==> config.mk <==
export PLATFORM = sky130hd
export DESIGN_NAME = pd_overload_channel
export DESIGN_NICKNAME = d
export VERILOG_FILES = /design/src/rtl/pd_overload_channel.sv
export SDC_FILE = /design/constraint.sdc
export NUM_CORES = 1
export LEC_CHECK = 0
export BUFFER_PORTS_ARGS = -buffer_cell sky130_fd_sc_hd__buf_4
export CELL_PAD_IN_SITES_DETAIL_PLACEMENT = 1
export CELL_PAD_IN_SITES_GLOBAL_PLACEMENT = 1
export CORE_MARGIN = 2
export CORE_UTILIZATION = 36
export DETAILED_ROUTE_END_ITERATION = 12
export PLACE_DENSITY_LB_ADDON = 0.1
export REMOVE_ABC_BUFFERS = 1
export SYNTH_ARGS = -nofsm -noshare
export SYNTH_HDL_FRONTEND = slang
export SYNTH_SLANG_ARGS = --single-unit
==> constraint.sdc <==
create_clock -name clk -period 1.2 [get_ports clk]
set_input_delay 0.24 -clock clk [delete_from_list [all_inputs] [get_ports clk]]
set_output_delay 0.24 -clock clk [all_outputs]
set_load 0.1 [all_outputs]
==> src/rtl/pd_overload_channel.sv <==
module pd_overload_channel #(
  parameter int N    = 8,
  parameter int SUMW = $clog2(N + N/2 + 1),
  localparam int CW  = $clog2(N),
  localparam int NPD = N / 2
) (
  input  logic            clk,
  input  logic            rst_n,
  input  logic [CW-1:0]   chip_idx,
  input  logic [NPD-1:0]  pd_data,
  output logic [NPD-1:0]  enc_chip,
  input  logic [SUMW-1:0] bus_sum,
  output logic [NPD-1:0]  rx_bit,
  output logic [NPD-1:0]  rx_valid
);

  logic [NPD-1:0] first_lsb;
  logic [NPD-1:0] armed;

  for (genvar l = 0; l < NPD; l++) begin : g_lane
    wire at_first  = (chip_idx == CW'(2*l));
    wire at_second = (chip_idx == CW'(2*l + 1));

    assign enc_chip[l] = pd_data[l] & at_first;

    always_ff @(posedge clk or negedge rst_n) begin
      if (!rst_n) begin
        first_lsb[l] <= 1'b0;
        armed[l]     <= 1'b0;
        rx_bit[l]    <= 1'b0;
        rx_valid[l]  <= 1'b0;
      end else begin
        rx_valid[l] <= at_second & armed[l];
        if (at_first) begin
          first_lsb[l] <= bus_sum[0];
          armed[l]     <= 1'b1;
        end
        if (at_second && armed[l])
          rx_bit[l] <= first_lsb[l] ^ bus_sum[0];
      end
    end
  end

endmodule

==> run_results.csv, run 1 <==
group,metric,value,unit
sta,setup_viol,0,
clock_network,clk_latency,280,ps
setup_path,end_kind,"output port",
setup_path,worstSetupStartpointType,"input pin",
sta,rsz0062_at_grt,"true",
power,pwr-share-comb,46.5,%
power,power.density,1690,nW/µm²
routing,via_per_inst,4.69,
power,power.share.clock,15.5,%
routing,vias,483,
layout,num_antenna_cells,0,
placed_design,port_buffers,21,
routing,drc,0,
placed_design,place_area,898,µm²
clock_network,cts.clk_slew.worst_paths,90,ps
synth,yosys_warnings,0,
synth,netlist-cell-type-count,17,
sta,finClkSkew,0.327,ps
setup_path,crit_fanout,8,
routing,avgRoutedWirePerCell,13.4,µm
clock_network,cts_sinks,16,
grt,grt_max_degree,17,
sta,min_period,1180,ps
outcome,status,"finished clean",
die,start_util,38.7,%
clock_network,htreeDepth,1,
die,num_rows,15,
layout,layout.cells.most_common,"buf_4",
layout,layout.nets,93,
layout,synthToLayoutAreaGrowth,54.4,%
power,intPower,0.00100,W
synth,postSynthAreaPerCell,14.9,µm²
setup_path,path_class,"input pin to output port",
grt,grt_pass1_wl,2120,µm
routing,drt_iter0_markers,2,
sta,final_hold_viol_count,0,
grt,antenna_found_initial,0,
power,seq_power_share,38.0,%
routing,drt_first_pass_iters,2,
placed_design,gp_congestion,0.654,
setup_path,arrival,940,ps
grt,grt_pass1_vias,479,
synth,ys_ff_latch,16,
sta,timing.final.crit_share,98.0,%
power,p_switching,0.000781,W
sta,setup_slack,24.0,ps
sta,slew-limit-headroom,81.4,%
layout,utilization,59.8,%
sta,whs,279,ps
placed_design,dp_hpwl,1010,µm
die,ios,25,
power,switching_share,43.8,%
layout,drive_above_1_share,67.9,%
die,chipWidth,47.6,µm
clock_network,cts_tree,"done",
synth,synthCells,46,
sta,worst_slew_pin_slew,281,ps
setup_path,worstPathRequired,960,ps
clock_network,numCtsBuffers,3,
grt,grt_usage,13.8,%
clock_network,clock_path_buffers,2,
layout,final_cell_mix,"19 x buf_4, 16 x dfrtp_1, 6 x buf_6",
die,core,1760,µm²
sta,finalMaxSlewViolations,0,
power,p_leak,0.476,nW
layout,finalInstanceArea,1050,µm²
routing,wl,1380,µm
hold_path,hp-class,"input pin to flop",
placed_design,post-place-ws,-129,ps
sta,max_freq,850,MHz
synth,yosysSeqAreaShare,58.6,%
grt,overflow,0,
clock_network,cts_root_buffer,"clkbuf_4",
routing,ant_nets,0,
die,die_h,47.6,µm
die,dieArea,2260,µm²
layout,fillers,190,
power,ir_drop,1.09,mV
flow_run,cap_violations,0,
synth,syn_area,683,µm²
## area by class of cell
type | instances | area [µm²] | share of cell area, %
Timing Repair Buffer | 30 | 300 | 28.5
Sequential cell | 16 | 400 | 38.0
Multi-Input combinational cell | 28 | 297 | 28.1
Inverter | 1 | 3.75 | 0.356
Clock buffer | 3 | 22.5 | 2.14
Tap cell | 25 | 31.3 | 2.97
## critical path: stages
cell and delay, ps:
buf_4 140, nor3b_2 200, and2_4 190, buf_12 160
## metal layers
metal	routed length [µm]	global-route usage, %	up-vias
met4	5	6.49	0
met5	0	0	-
met1	599	17.0	241
li1	-	-	223
met3	57	2.26	2
met2	715	23.5	17
## metrics by stage
step	instances	setup TNS [ps]	total power [W]
2_1_floorplan	45	-1790	0.00127
3_3_place_gp	95	-359	0.00145
6_report	103	0	0.00178
3_5_place_dp	95	-440	0.00146
5_1_grt	103	-22.6	0.00185
4_1_cts	102	0	0.00178
## sequential cells by signal (all words and copies together) (netlist names)
name       count
armed          4
first_lsb      4
rx_valid       4
rx_bit         4
## Yosys cell counts, drive strengths merged
| master | instances | area, µm² |
|---|---|---|
| or2 | 3 | 18.8 |
| nor3b | 2 | 25.0 |
| mux2 | 8 | 101 |
| clkbuf | 1 | 3.75 |
| and2 | 3 | 18.8 |
| inv | 1 | 3.75 |
| and4b | 2 | 27.5 |
| nand3b | 1 | 7.51 |
| and4bb | 1 | 16.3 |
| dfrtp | 16 | 400 |
| nand2b | 1 | 6.26 |
| xor2 | 4 | 35.0 |
| nor2 | 1 | 3.75 |
| nor3 | 1 | 5.00 |
| and4 | 1 | 10.0 |
## power by group through the flow
stage / logic, W / registers [W] / clock network, W
after floorplan: 0.000160 / 0.00111 / 0
after global placement: 0.000770 / 0.000678 / 0
after detailed placement: 0.000777 / 0.000682 / 0
after CTS: 0.000812 / 0.000675 / 0.000293
after global routing: 0.000859 / 0.000689 / 0.000305
final: 0.000829 / 0.000678 / 0.000276
## path summary, 6_finish.rpt
path / slack (ps) / cells after the start / endpoint / startpoint
max: 20 / 4 / enc_chip[2] / chip_idx[1]
min: 280 / 2 / first_lsb[1] / bus_sum[0]
max reg2reg: 170 / 2 / rx_bit[3] / armed[3]
min reg2reg: 480 / 1 / armed[3] / armed[3]
max in group asynchronous: 670 / 2 / rx_bit[0] / rst_n
min in group asynchronous: 350 / 2 / rx_valid[3] / rst_n
## what timing repair did
action | in CTS | in global routing
gates resized for setup | 18 | 6
pin swaps | 2 | 1
buffers inserted | 3 | 1
hold buffers | 1 | 0
endpoints found under the setup margin | 5 | 6
endpoints found under the hold margin | 16 | 0
## kinds of logic (layout without fill, tap and decap cells)
kind of cell | count (synthesis) | count (layout) | synth area share [%]
flops | 16 | 16 | 58.6
simple gates | 16 | 16 | 20.3
mux | 8 | 8 | 14.8
xor+xnor | 4 | 4 | 5.13
buf+inv | 2 | 34 | 1.10
No activity file was read; power rests on OpenSTA's default activity.
==> run 2, diff against run 1 <==
--- a/config.mk
+++ b/config.mk
@@ -5,12 +5,14 @@
 export SDC_FILE = /design/constraint.sdc
 export NUM_CORES = 1
 export LEC_CHECK = 0
+export ABC_AREA = 1
 export BUFFER_PORTS_ARGS = -buffer_cell sky130_fd_sc_hd__buf_4
 export CELL_PAD_IN_SITES_DETAIL_PLACEMENT = 1
 export CELL_PAD_IN_SITES_GLOBAL_PLACEMENT = 1
 export CORE_MARGIN = 2
-export CORE_UTILIZATION = 36
+export CORE_UTILIZATION = 33
 export DETAILED_ROUTE_END_ITERATION = 12
+export GPL_ROUTABILITY_DRIVEN = 0
 export PLACE_DENSITY_LB_ADDON = 0.1
 export REMOVE_ABC_BUFFERS = 1
 export SYNTH_ARGS = -nofsm -noshare
==> run 2 against run 1 <==
  * Largest power group is now registers
  * Worst hold slack lost 17 ps
  * Clock skew is essentially flat
  * Design area grew 5.9%
  * Critical endpoint is now rx_bit[0]
  * Sequential power shrank 7.7%
  * Die area grew 15%
  * Non-clock buffer count grew 2
  * Largest cell class unchanged
  * Register-to-register slack gained 240 ps
  * Critical path type is now flop to output port
  * First-iteration DRC count grew 50%
  * Utilization shrank 7.8 points
  * Critical path depth shrank 3
  * Final cell count grew 50%
==> run_results.csv, run 2 <==
group,metric,value,unit
synth,syn_area,731,µm²
die,start_util,34.0,%
grt,grt_pass1_vias,682,
setup_path,slowest_delay,350,ps
layout,num_antenna_cells,0,
routing,vias,716,
clock_network,numCtsBuffers,3,
synth,yosysSeqAreaShare,54.8,%
layout,finalInstanceArea,1120,µm²
grt,overflow,0,
clock_network,post_cts_buffers,0,
synth,postSynthAreaPerCell,7.86,µm²
routing,ant_nets,0,
outcome,status,"finished clean",
setup_path,end_kind,"output port",
clock_network,cts.clk_slew.worst_paths,90,ps
die,chipWidth,51.1,µm
die,ios,25,
placed_design,port_buffers,21,
placed_design,dp_hpwl,1400,µm
layout,fillers,272,
layout,drive_above_1_share,38.6,%
synth,yosys-top-cells-area,"dfrtp_1 55%, nand2_1 19%, inv_1 6.7%",
setup_path,path_class,"flop to output port",
flow_run,cap_violations,0,
routing,drc,0,
die,core,2150,µm²
setup_path,crit_fanout,2,
routing,avgRoutedWirePerCell,11.7,µm
clock_network,clk_latency,280,ps
sta,max_freq,860,MHz
setup_path,crit_slowest_cell,"dfrtp_1",
placed_design,place_area,993,µm²
die,die_h,51.1,µm
synth,synthTopCellsByCount,"37 x nand2_1, 16 x dfrtp_1, 13 x inv_1",
layout,synthToLayoutAreaGrowth,52.9,%
grt,grt_max_degree,17,
clock_network,cts_sinks,16,
setup_path,arrival,920,ps
power,p_leak,0.610,nW
synth,yosysTopAreaCell,"dfrtp_1",
grt,antenna_found_initial,0,
power,power.density,1300,nW/µm²
sta,setup_viol,0,
synth,synth.most_common_cell,"nand2_1",
sta,worst_slew_pin_slew,280,ps
placed_design,place_inst,151,
grt,grt_usage,15.4,%
sta,timing.final.crit_share,96.9,%
layout,fin_cells,155,
clock_network,cts_root_buffer,"clkbuf_4",
routing,wl,1820,µm
synth,synth-main-ff-cell,"dfrtp_1",
synth,synthCells,93,
power,ir_drop,0.638,mV
layout,layout.nets,142,
synth,ys_ff_latch,16,
clock_network,clock_path_buffers,2,
setup_path,cp_cell_sequence,"buf_4",
sta,finalMaxSlewViolations,0,
synth,synthArstFlopShare,100,%
sta,min_period,1160,ps
routing,drt_first_pass_iters,4,
clock_network,htreeDepth,1,
synth,synth_edf_count,0,
hold_path,hp-class,"input pin to flop",
setup_path,worstSetupStartpointType,"flop",
setup_path,worstPathRequired,960,ps
routing,via_per_inst,4.62,
sta,finClkSkew,0.717,ps
grt,grt_pass1_wl,2950,µm
die,dieArea,2610,µm²
die,num_rows,17,
synth,netlist-cell-type-count,13,
synth,yosys_warnings,0,
clock_network,cts_tree,"done",
routing,drt_iter0_markers,3,
setup_path,critPathTopFamily,"flip-flops",
power,p_total,0.00146,W
setup_path,crit_buf_inv,1,
sta,slew-limit-headroom,81.5,%
sta,final_hold_viol_count,0,
synth,synth_top_area_share,54.8,%
layout,layout.cells.most_common,"nand2_1",
layout,final_cell_mix,"37 x nand2_1, 25 x buf_4, 16 x dfrtp_1",
-- run 2: cell types whose count changed after synthesis, sizes merged, moves of 3 or more --
cell   before  now
and2        3    0
inv         1   16
mux2        8    0
nand2       0   39
nand3       0    4
nand4       0    3
nor2        1   10
o21ai       0    4
or2         3    0
xor2        4    0
-- run 2: routing by layer --
layer | wire length (µm) | share of wire [%] | GRT usage [%] | vias to the layer above
met1 | 749 | 41 | 17.6 | 352
met5 | 0 | 0 | 0 | -
met4 | 36 | 2.0 | 9.46 | 0
met2 | 962 | 53 | 26.6 | 14
li1 | - | - | - | 346
met3 | 66 | 3.6 | 2.63 | 4
-- run 2: what timing repair did --
item / in CTS / in global routing
hold buffers: 1 / 0
resized for setup: 5 / 18
pin swaps: 1 / 4
endpoints found under the hold margin: 16 / 0
endpoints found under the setup margin: 4 / 6
-- run 2: per-stage QoR --
stage | hold slack [ps] | setup slack, ps | util, % | setup TNS (ps)
2_1_floorplan | -55.6 | -758 | - | -3080
3_3_place_gp | 113 | -18.8 | 46.2 | -39.7
3_5_place_dp | 112 | -42.3 | 46.2 | -113
4_1_cts | 242 | 4.83 | 48.6 | 0
5_1_grt | 274 | -5.67 | 52.0 | -5.67
6_report | 262 | 37.8 | 52.0 | 0
-- run 2: cell type report --
type	instances	area (µm²)	share of cell area [%]
inverter	16	65.1	5.82
tap	28	35.0	3.14
sequential	16	400	35.8
clock buffer	3	22.5	2.02
multi-input combinational	60	303	27.1
timing repair buffer	32	292	26.1
-- run 2: where the power goes --
group / internal [W] / total, W / switching [W] / leakage [nW]
sequential: 0.000593 / 0.000626 / 0.0000334 / 0.189
combinational: 0.000149 / 0.000551 / 0.000401 / 0.407
clock: 0.000116 / 0.000280 / 0.000164 / 0.0138
total: 0.000858 / 0.00146 / 0.000599 / 0.610
-- run 2: path summary, 6_finish.rpt --
path                        startpoint      endpoint  slack [ps]  cells past startpoint
hold reg to reg               armed[2]      armed[2]         470                      2
min in group asynchronous        rst_n   rx_valid[1]         350                      2
setup reg to reg              armed[3]     rx_bit[3]         410                      3
max in group asynchronous        rst_n     rx_bit[0]         670                      2
hold / removal             chip_idx[0]  first_lsb[0]         260                      4
setup / recovery             rx_bit[0]     rx_bit[0]          40                      1
-- run 2: cell families after synthesis --
family,count (synthesis),synth area share [%]
buffers and inverters,17,8.90
DFF,16,54.8
and+or+nand+nor,56,33.6
AOI/OAI and AO/OA,4,2.74
-- run 2: tightest hold or removal path: cells and delay by family --
family / cells / cell delay, ps
buffers and inverters: 2 / 160
and+or+nand+nor: 2 / 120
